==> config.mk <==
export PLATFORM = sky130hd
export DESIGN_NAME = nvm_prog_seq
export DESIGN_NICKNAME = d
export VERILOG_FILES = /design/src/rtl/nvm_seq_pkg.sv /design/src/rtl/nvm_cnt.sv /design/src/rtl/nvm_req_port.sv /design/src/rtl/nvm_seq_fsm.sv /design/src/rtl/nvm_prog_seq.sv
export SDC_FILE = /design/constraint.sdc
export NUM_CORES = 1
export LEC_CHECK = 0
export BUFFER_PORTS_ARGS = -buffer_cell sky130_fd_sc_hd__buf_2
export CAP_MARGIN = 20
export CORE_UTILIZATION = 45
export CTS_CLUSTER_DIAMETER = 50
export CTS_CLUSTER_SIZE = 8
export DETAILED_ROUTE_END_ITERATION = 6
export PLACE_DENSITY = 0.71
export SLEW_MARGIN = 20
export SYNTH_ARGS = -nofsm -noshare
export SYNTH_HDL_FRONTEND = slang
export SYNTH_SLANG_ARGS = --single-unit
==> constraint.sdc <==
create_clock -name clk -period 2.2 [get_ports clk]
set_input_delay 0.11 -clock clk [delete_from_list [all_inputs] [get_ports clk]]
set_output_delay 0.11 -clock clk [all_outputs]
set_load 0.01 [all_outputs]
==> src/rtl/nvm_seq_pkg.sv <==
package nvm_seq_pkg;

  typedef enum logic [3:0] {
    ST_IDLE,
    ST_UNLOCK,
    ST_PROG,
    ST_LOCK,
    ST_POLL,
    ST_PWAIT,
    ST_COMMIT,
    ST_PTR,
    ST_IMG
  } seq_state_t;

  localparam logic [1:0] MODE_COPY   = 2'd0;
  localparam logic [1:0] MODE_COMMIT = 2'd1;
  localparam logic [1:0] MODE_IMAGE  = 2'd2;

  localparam int KEY_REG    = 144;
  localparam int CTRL_REG   = 137;
  localparam int DATA_REG   = 142;
  localparam int KEY_OPEN   = 'hEA;
  localparam int KEY_CLOSE  = 'h00;
  localparam int CMD_COMMIT = 'h50;
  localparam int CMD_PROG_E = 'h13;
  localparam int CMD_PROG_N = 'h11;
  localparam int STAT_BUSY  = 'h24;

endpackage

==> src/rtl/nvm_cnt.sv <==
module nvm_cnt #(
  parameter int W = 4
) (
  input  logic         clk,
  input  logic         rst,
  input  logic         load,
  input  logic [W-1:0] init,
  input  logic         dec,
  output logic [W-1:0] val,
  output logic         zero
);

  always_ff @(posedge clk) begin
    if (rst)       val <= '0;
    else if (load) val <= init;
    else if (dec)  val <= val - 1'b1;
  end

  assign zero = (val == '0);

  AST_NO_WRAP: assert property (@(posedge clk) disable iff (rst)
    (dec && !load) |-> !zero);

endmodule

==> src/rtl/nvm_req_port.sv <==
module nvm_req_port #(
  parameter int AW = 8,
  parameter int DW = 8
) (
  input  logic          clk,
  input  logic          rst,
  input  logic          issue,
  input  logic          is_wr,
  input  logic [AW-1:0] addr,
  input  logic [DW-1:0] wdata,
  input  logic          ready,
  output logic          valid,
  output logic          wr_o,
  output logic [AW-1:0] addr_o,
  output logic [DW-1:0] data_o,
  output logic          acc
);

  assign acc = valid && ready;

  always_ff @(posedge clk) begin
    if (rst) begin
      valid  <= 1'b0;
      wr_o   <= 1'b0;
      addr_o <= '0;
      data_o <= '0;
    end else if (issue) begin
      valid  <= 1'b1;
      wr_o   <= is_wr;
      addr_o <= addr;
      data_o <= wdata;
    end else if (acc) begin
      valid  <= 1'b0;
    end
  end

  AST_REQ_HOLD: assert property (@(posedge clk) disable iff (rst)
    (valid && !ready) |=> (valid && $stable(addr_o) && $stable(data_o) && $stable(wr_o)));

  AST_NO_OVERRUN: assert property (@(posedge clk) disable iff (rst)
    issue |-> (!valid || ready));

endmodule

==> src/rtl/nvm_seq_fsm.sv <==
module nvm_seq_fsm
  import nvm_seq_pkg::*;
#(
  parameter int AW       = 8,
  parameter int DW       = 8,
  parameter int PTR_REG  = 141,
  parameter bit ERASE_ON = 1'b1
) (
  input  logic          clk,
  input  logic          rst,
  input  logic          start,
  input  logic [1:0]    mode,
  input  logic          acc,
  input  logic          port_valid,
  input  logic          rsp_valid,
  input  logic [DW-1:0] rsp_data,
  input  logic          img_valid,
  input  logic [DW-1:0] img_data,
  input  logic          bytes_zero,
  input  logic          polls_zero,
  output logic          issue,
  output logic          is_wr,
  output logic [AW-1:0] req_addr,
  output logic [DW-1:0] req_data,
  output logic          img_ready,
  output logic          byte_load,
  output logic          byte_dec,
  output logic          poll_load,
  output logic          poll_dec,
  output logic          busy,
  output logic          done,
  output logic          error
);

  localparam logic [AW-1:0] A_KEY  = AW'(KEY_REG);
  localparam logic [AW-1:0] A_CTRL = AW'(CTRL_REG);
  localparam logic [AW-1:0] A_DATA = AW'(DATA_REG);
  localparam logic [AW-1:0] A_PTR  = AW'(PTR_REG);
  localparam logic [DW-1:0] D_OPEN   = DW'(KEY_OPEN);
  localparam logic [DW-1:0] D_CLOSE  = DW'(KEY_CLOSE);
  localparam logic [DW-1:0] D_COMMIT = DW'(CMD_COMMIT);
  localparam logic [DW-1:0] D_PROG   = ERASE_ON ? DW'(CMD_PROG_E) : DW'(CMD_PROG_N);
  localparam logic [DW-1:0] M_BUSY   = DW'(STAT_BUSY);

  seq_state_t state, nxt;
  logic slot_free, fin, fin_err, stat_busy;

  assign slot_free = !port_valid || acc;
  assign stat_busy = (rsp_data & M_BUSY) != '0;

  always_comb begin
    nxt       = state;
    issue     = 1'b0;
    is_wr     = 1'b1;
    req_addr  = '0;
    req_data  = '0;
    img_ready = 1'b0;
    byte_load = 1'b0;
    byte_dec  = 1'b0;
    poll_load = 1'b0;
    poll_dec  = 1'b0;
    fin       = 1'b0;
    fin_err   = 1'b0;
    case (state)
      ST_IDLE: begin
        if (start) begin
          byte_load = 1'b1;
          poll_load = 1'b1;
          case (mode)
            MODE_COPY:   nxt = ST_UNLOCK;
            MODE_COMMIT: nxt = ST_COMMIT;
            MODE_IMAGE:  nxt = ST_PTR;
            default: begin
              fin     = 1'b1;
              fin_err = 1'b1;
            end
          endcase
        end
      end
      ST_UNLOCK: if (acc) nxt = ST_PROG;
      ST_PROG:   if (acc) nxt = ST_LOCK;
      ST_LOCK:   if (acc) nxt = ST_POLL;
      ST_POLL:   if (acc) nxt = ST_PWAIT;
      ST_PWAIT: begin
        if (rsp_valid) begin
          if (!stat_busy) begin
            fin = 1'b1;
            nxt = ST_IDLE;
          end else if (polls_zero) begin
            fin     = 1'b1;
            fin_err = 1'b1;
            nxt     = ST_IDLE;
          end else begin
            nxt = ST_POLL;
          end
        end
      end
      ST_COMMIT: begin
        if (acc) begin
          fin = 1'b1;
          nxt = ST_IDLE;
        end
      end
      ST_PTR: if (acc) nxt = ST_IMG;
      ST_IMG: begin
        img_ready = slot_free && !bytes_zero;
        if (img_valid && slot_free && !bytes_zero) begin
          issue    = 1'b1;
          req_addr = A_DATA;
          req_data = img_data;
          byte_dec = 1'b1;
        end else if (bytes_zero && slot_free) begin
          fin = 1'b1;
          nxt = ST_IDLE;
        end
      end
      default: nxt = ST_IDLE;
    endcase

    if (nxt != state) begin
      case (nxt)
        ST_UNLOCK: begin issue = 1'b1; req_addr = A_KEY;  req_data = D_OPEN;   end
        ST_PROG:   begin issue = 1'b1; req_addr = A_CTRL; req_data = D_PROG;   end
        ST_LOCK:   begin issue = 1'b1; req_addr = A_KEY;  req_data = D_CLOSE;  end
        ST_COMMIT: begin issue = 1'b1; req_addr = A_CTRL; req_data = D_COMMIT; end
        ST_PTR:    begin issue = 1'b1; req_addr = A_PTR;  req_data = '0;       end
        ST_POLL: begin
          issue    = 1'b1;
          is_wr    = 1'b0;
          req_addr = A_CTRL;
          poll_dec = 1'b1;
        end
        default: ;
      endcase
    end
  end

  always_ff @(posedge clk) begin
    if (rst) begin
      state <= ST_IDLE;
      busy  <= 1'b0;
      done  <= 1'b0;
      error <= 1'b0;
    end else begin
      state <= nxt;
      busy  <= (nxt != ST_IDLE);
      done  <= fin;
      if (fin)                          error <= fin_err;
      else if (state == ST_IDLE && start) error <= 1'b0;
    end
  end

  AST_IDLE_QUIET: assert property (@(posedge clk) disable iff (rst)
    (state == ST_IDLE) |-> !port_valid);

  AST_DONE_PULSE: assert property (@(posedge clk) disable iff (rst)
    done |=> !done);

  AST_DONE_NOT_BUSY: assert property (@(posedge clk) disable iff (rst)
    done |-> !busy);

  AST_POLL_LIMIT: assert property (@(posedge clk) disable iff (rst)
    (state == ST_PWAIT && rsp_valid && stat_busy && polls_zero) |=> (done && error));

  AST_IMG_GATED: assert property (@(posedge clk) disable iff (rst)
    img_ready |-> (state == ST_IMG));

  AST_START_IGNORED: assert property (@(posedge clk) disable iff (rst)
    (state != ST_IDLE && start && !fin) |=> busy);

endmodule

==> src/rtl/nvm_prog_seq.sv <==
module nvm_prog_seq #(
  parameter int AW            = 8,
  parameter int DW            = 8,
  parameter int IMG_BYTES     = 345,
  parameter int PTR_REG       = 141,
  parameter int POLL_MAX      = 64,
  parameter bit ERASE_ON_PROG = 1'b1
) (
  input  logic          clk,
  input  logic          rst,
  input  logic          start,
  input  logic [1:0]    mode,
  input  logic          img_valid,
  input  logic [DW-1:0] img_data,
  output logic          img_ready,
  output logic          reg_valid,
  input  logic          reg_ready,
  output logic          reg_write,
  output logic [AW-1:0] reg_addr,
  output logic [DW-1:0] reg_wdata,
  input  logic          rsp_valid,
  input  logic [DW-1:0] rsp_data,
  output logic          busy,
  output logic          done,
  output logic          error
);

  localparam int BW = $clog2(IMG_BYTES + 1);
  localparam int PW = $clog2(POLL_MAX + 1);

  logic          issue, is_wr, acc;
  logic [AW-1:0] req_addr;
  logic [DW-1:0] req_data;
  logic          byte_load, byte_dec, poll_load, poll_dec;
  logic          bytes_zero, polls_zero;
  logic [BW-1:0] bytes_left;
  logic [PW-1:0] polls_left;

  nvm_seq_fsm #(
    .AW(AW), .DW(DW), .PTR_REG(PTR_REG), .ERASE_ON(ERASE_ON_PROG)
  ) u_fsm (
    .clk(clk), .rst(rst), .start(start), .mode(mode),
    .acc(acc), .port_valid(reg_valid),
    .rsp_valid(rsp_valid), .rsp_data(rsp_data),
    .img_valid(img_valid), .img_data(img_data),
    .bytes_zero(bytes_zero), .polls_zero(polls_zero),
    .issue(issue), .is_wr(is_wr), .req_addr(req_addr), .req_data(req_data),
    .img_ready(img_ready),
    .byte_load(byte_load), .byte_dec(byte_dec),
    .poll_load(poll_load), .poll_dec(poll_dec),
    .busy(busy), .done(done), .error(error)
  );

  nvm_req_port #(.AW(AW), .DW(DW)) u_port (
    .clk(clk), .rst(rst), .issue(issue), .is_wr(is_wr),
    .addr(req_addr), .wdata(req_data), .ready(reg_ready),
    .valid(reg_valid), .wr_o(reg_write), .addr_o(reg_addr),
    .data_o(reg_wdata), .acc(acc)
  );

  nvm_cnt #(.W(BW)) u_bytes (
    .clk(clk), .rst(rst), .load(byte_load), .init(BW'(IMG_BYTES)),
    .dec(byte_dec), .val(bytes_left), .zero(bytes_zero)
  );

  nvm_cnt #(.W(PW)) u_polls (
    .clk(clk), .rst(rst), .load(poll_load), .init(PW'(POLL_MAX)),
    .dec(poll_dec), .val(polls_left), .zero(polls_zero)
  );

endmodule

==> results of run 1 <==
## through the flow
stage,hold WS [ns],instances
after floorplan,0.246,247
after global placement,0.355,376
after global routing,0.0763,393
final,0.0604,393
after CTS,0.0569,388
after detailed placement,0.365,376
## layer usage
metal  vias to the layer above  wire length, µm  GRT usage
met5                         -                0          0
met4                         0               73     0.0454
met2                        64             2830      0.374
met1                      1001             2510      0.292
met3                        10              283     0.0548
li1                       1070                -          -
## final timing paths
| check | startpoint | end | slack [ns] | depth (start not counted) |
|---|---|---|---|---|
| max | u_fsm.state[3] | u_polls.val[5] | -0.05 | 8 |
| min | img_data[2] | u_port.data_o[2] | 0.06 | 3 |
| max reg2reg | u_fsm.state[3] | u_polls.val[5] | -0.05 | 8 |
| min reg2reg | u_port.addr_o[3] | u_port.addr_o[3] | 0.46 | 2 |
## worst max-delay path, cell delays in order (launching register included)
cell,delay (ns)
dfxtp_2,0.35
and4bb_4,0.24
a32o_2,0.25
or4_4,0.50
nand3_4,0.10
buf_6,0.13
nand3_4,0.05
or4_1,0.42
a21oi_1,0.13
## final cells by class
| type | instances | area (µm²) | area share |
|---|---|---|---|
| inverter | 17 | 63.8 | 0.0209 |
| sequential | 39 | 795 | 0.260 |
| clock buffer | 6 | 72.6 | 0.0237 |
| clock inverter | 2 | 12.5 | 0.00409 |
| multi-input combinational | 177 | 1380 | 0.449 |
| timing repair buffer | 100 | 677 | 0.221 |
| tap | 52 | 65.1 | 0.0213 |
## power by group through the flow
stage / Combinational (mW) / Sequential [mW] / Clock [mW]
floorplan: 0.385 / 0.872 / 0
global placement: 0.677 / 0.852 / 0
detailed placement: 0.681 / 0.853 / 0
CTS: 0.717 / 0.838 / 0.471
global route: 0.906 / 0.853 / 0.508
finish: 0.836 / 0.845 / 0.456
## cell families after synthesis
family,share of synthesized area
buffers and inverters,0.0765
adder cells (fa/ha/maj),0.0403
XOR/XNOR,0.0539
AO/OA/AOI/OAI,0.187
AND/OR/NAND/NOR,0.261
other,0.00178
flip-flops,0.370
multiplexers,0.00948
## registers in the layout, summed over array words and instances (netlist names)
register	flops
u_fsm.error	1
u_polls.val	7
u_fsm.done	1
u_port.wr_o	1
u_bytes.val	9
u_fsm.state	4
u_port.valid	1
u_port.data_o	8
u_fsm.busy	1
u_port.addr_o	6
## synthesized netlist by cell type, types with 2 or more instances
cell type,n
dfxtp_1,39
nor2_1,27
a21oi_1,21
nand2_1,18
inv_1,17
nand3_1,8
a221oi_1,7
xor2_1,7
ha_1,6
xnor2_1,6
buf_4,5
nor4_1,5
o21ai_0,5
a211oi_1,4
and3_1,4
a31oi_1,3
buf_6,3
clkbuf_1,3
nand2b_1,3
a21boi_0,2
a22oi_1,2
a32o_1,2
a32oi_1,2
and2_1,2
and4_1,2
and4bb_2,2
buf_2,2
mux2i_1,2
nand4_1,2
nor3_1,2
nor3b_1,2
nor4b_1,2
or3_1,2
or4_1,2
## repair_timing
item,CTS,global route
resized for setup,11,43
setup endpoints to repair,16,22
gates cloned,0,0
setup buffers,4,6
pin swaps,1,16
==> flow_summary.ini, run 1 <==
[run_status]
status = finished with violations
violations = DRC, setup timing

[synth]
synth_area_per_cell_um2 = 8.58
synthCells = 246
ys_types = 59
syn_area_um2 = 2110
netlist.area_leader.share = 0.370
ys_warn_count = 0
synthArstFlopShare = 0
synth-main-ff-cell = dfxtp_1
synth-seq-area-share = 0.370
synth_top_cell_by_area = dfxtp_1
synth-seq-cells = 39
synth_edf_count = 0
synth.area.top_cells = dfxtp_1 (37%), a21oi_1 (5.0%), nor2_1 (4.8%), ha_1 (3.6%), nand2_1 (3.2%)

[clock_tree]
clock_sinks = 39
clock-root-buffer = clkbuf_8
cts_hold_buffers = 0
clock_path_buffers = 2
cts.clk_slew.worst_paths_ns = 0.08
htree_levels = 2
clock_latency_ns = 0.28
numCtsBuffers = 5
cts_tree = yes

[route]
firstDrtPassIters = 7
routed_wirelength_mm = 5.69
vias = 2145
drt_iter0_markers = 81
antenna_left = 0
viasPerCell = 5.46
wl_per_cell_um = 14.5
drc = 2

[timing]
drv_slew = 0
fin_tns_setup_ns = -0.0526
setup_viol = 2
hold_viol_final = 0
worst_slack_ns = -0.0508
fin_worst_skew_ns = 0.00884
fmax_mhz = 444
min_period_ns = 2.25
fin_crit_sh = 1.02
grt_setup_unrepaired = yes

[pwr]
netSwitchingFraction = 0.328
power.density_nw_per_um2 = 698
p_int_mw = 1.43
cellLeakagePower_nw = 1.31
pwr-share-clk = 0.214
p_total_mw = 2.14
p_comb_frac = 0.391
p_sw_uw = 702
power_frac_seq = 0.395
ir_drop_mv = 0.548

[global_route]
antenna_found_initial = 0
grtUsageTotal = 0.224
grt_max_degree = 30
grt_pass1_vias = 1941
gr-total-overflow = 0
grt_pass1_wl_mm = 8.80

[worst_setup_path]
worstSetupStartpointType = register
required_ns = 2.41
cp_max_fo = 6
cp_data_arrival_time_ns = 2.46
crit_type = register to register
endpoint_kind = register

[floorplanning]
die-area_um2 = 4970
ios = 46
design.core.area_um2 = 4440
start_util = 0.475
rows = 24
die_w_um = 70.5
dieHeight_um = 70.5

[hold_path]
hold_class = input port to register

[layout]
postLayoutCellArea_um2 = 3060
final_nets = 370
diodes = 0
area_delta_synth_final_pct = 45.0
final_common_cell = buf_4
mostFrequentLayoutCells = buf_4 (58), buf_2 (37), dfxtp_1 (32)
drive_above_1_share = 0.457
post-route-util = 0.689
fillCellCount = 335

[placed_design]
dp_worst_setup_slack_ns = -0.156
gp_congestion = 0.889
post-dp-hpwl_mm = 3.93
port_buffers = 37
dpl-instance-area_um2 = 2680

[flow_run]
maxCapViolations = 0
Note: power is estimated with default switching activity, not from simulation.
==> inputs of run 2 (changes only) <==
- CORE_UTILIZATION: 45 -> 25
- CTS_BUF_LIST: not set -> sky130_fd_sc_hd__clkbuf_4
- PLACE_DENSITY: 0.71 -> not set
==> flow_summary.ini, run 2 (synthesized netlist as in run 1, its figures left out) <==
[timing]
setup_viol = 0
hold_viol_final = 0
drv_slew = 0
grt_setup_unrepaired = yes
worst_hold_slack_ns = 0.00697
fin_worst_skew_ns = 0.0140
fin_crit_sh = 0.993
fin_tns_setup_ns = 0
min_period_ns = 2.18
fmax_mhz = 458

[global_route]
grt_max_degree = 30
grt_pass1_vias = 2102
antenna_found_initial = 0
gr-total-overflow = 0
grt_pass1_wl_mm = 9.54
grtUsageTotal = 0.137

[pwr]
power.density_nw_per_um2 = 680
cellLeakagePower_nw = 1.32
power_frac_seq = 0.395
p_sw_uw = 748
pwr-share-clk = 0.181
ir_drop_mv = 0.399
p_int_mw = 1.39
netSwitchingFraction = 0.349
p_comb_frac = 0.424

[worst_setup_path]
cp_data_arrival_time_ns = 2.48
reg2reg_setup_slack_ns = 0.02
crit_type = register to register
timing.rr.start = u_fsm.state[3]
ff2ff_path_depth = 8
required_ns = 2.49
worstSetupStartpointType = register
cp_max_fo = 4
endpoint_kind = register
reg2reg_to = u_polls.val[5]

[layout]
area_delta_synth_final_pct = 49.2
final_nets = 369
fillCellCount = 827
drive_above_1_share = 0.474
mostFrequentLayoutCells = buf_4 (53), buf_2 (37), dfxtp_1 (30)
post-route-util = 0.385
reg_top3 = u_bytes.val (9), u_port.data_o (8), u_polls.val (7)
diodes = 0
final_common_cell = buf_4
top_register = u_bytes.val
largest_reg_flops = 9

[clock_tree]
cts.clk_slew.worst_paths_ns = 0.13
cts_tree = yes
numCtsBuffers = 5
htree_levels = 2
clock-root-buffer = clkbuf_4
clock_path_buffers = 2
clock_latency_ns = 0.36
clock_sinks = 39

[floorplanning]
design.core.area_um2 = 8180
rows = 33
die_w_um = 93.9
ios = 46
die-area_um2 = 8810
start_util = 0.258
dieHeight_um = 93.9

[hold_path]
min_to = u_port.data_o[5]
hold_class = input port to register
min_from = img_data[5]
min_path_cells = 3

[route]
wl_per_cell_um = 13.7
viasPerCell = 4.89
drt_iter0_markers = 96
routed_wirelength_mm = 6.10
antenna_left = 0
firstDrtPassIters = 4
drc = 0
vias = 2177

[placed_design]
gp_congestion = 0.827
port_buffers = 37
post-dp-hpwl_mm = 4.24

[run_status]
status = complete, no violations

[flow_run]
maxCapViolations = 0
==> run 2: cell type report <==
cell class                      count  area [µm²]  share of cell area
Multi-Input combinational cell    178        1420               0.450
Inverter                           17        66.3              0.0211
Timing Repair Buffer               98         679               0.216
Clock buffer                        6        45.0              0.0143
Sequential cell                    39         797               0.253
Clock inverter                      2        12.5             0.00397
Tap cell                          105         131              0.0417
==> run 2: metal layers <==
| metal | vias up | wire [µm] | GRT usage |
|---|---|---|---|
| met5 | - | 0 | 0 |
| met4 | 0 | 106 | 0.0410 |
| met3 | 8 | 231 | 0.0299 |
| met2 | 43 | 3160 | 0.240 |
| met1 | 1056 | 2610 | 0.165 |
| li1 | 1070 | - | - |
==> run 2: worst max-delay path, cell delays in order, from the launching register on <==
cell and delay, ns:
dfxtp_2 0.37, and4bb_4 0.24, a32o_2 0.25, or4_4 0.44
nand3_4 0.11, buf_6 0.12, nand3_4 0.05, or4_4 0.42
a21oi_2 0.13
==> run 2: how the worst max path moves through the flow <==
| stage | start | to | slack (ns) | cells after the start |
|---|---|---|---|---|
| after floorplan | u_fsm.state[0] | u_polls.val[5] | -0.02 | 9 |
| after detailed placement | u_fsm.state[0] | u_port.data_o[7] | -0.16 | 8 |
| after CTS | u_fsm.state[3] | u_polls.val[5] | -0.02 | 9 |
| after global routing | u_bytes.val[3] | u_port.addr_o[0] | -0.07 | 9 |
| final | u_fsm.state[3] | u_polls.val[5] | 0.02 | 8 |
| after global placement | u_fsm.state[0] | u_port.data_o[7] | -0.14 | 9 |
==> run 2: per-stage QoR <==
| stage | power [mW] | cell area [µm²] | cells | setup slack, ns |
|---|---|---|---|---|
| 3_5_place_dp | 1.56 | 2740 | 427 | -0.155 |
| 4_1_cts | 1.99 | 2910 | 440 | -0.0200 |
| 3_3_place_gp | 1.56 | 2740 | 427 | -0.136 |
| 6_report | 2.14 | 3150 | 445 | 0.0162 |
| 5_1_grt | 2.26 | 3150 | 445 | -0.0733 |
| 2_1_floorplan | 1.26 | 2130 | 247 | -0.0162 |
==> run 2: repair_timing <==
item | CTS | global route
hold buffers | 2 | 0
hold endpoints to repair | 2 | 0
setup endpoints to repair | 21 | 26
pin swaps | 7 | 22
buffers inserted | 4 | 6
gates cloned | 0 | 1
resized for setup | 18 | 48
==> run 2: power by group through the flow <==
stage / clock (mW) / combinational [mW] / sequential [mW]
after global placement: 0 / 0.700 / 0.855
after global routing: 0.422 / 0.985 / 0.857
after floorplan: 0 / 0.385 / 0.872
after detailed placement: 0 / 0.705 / 0.857
final: 0.387 / 0.907 / 0.846
after CTS: 0.395 / 0.754 / 0.843
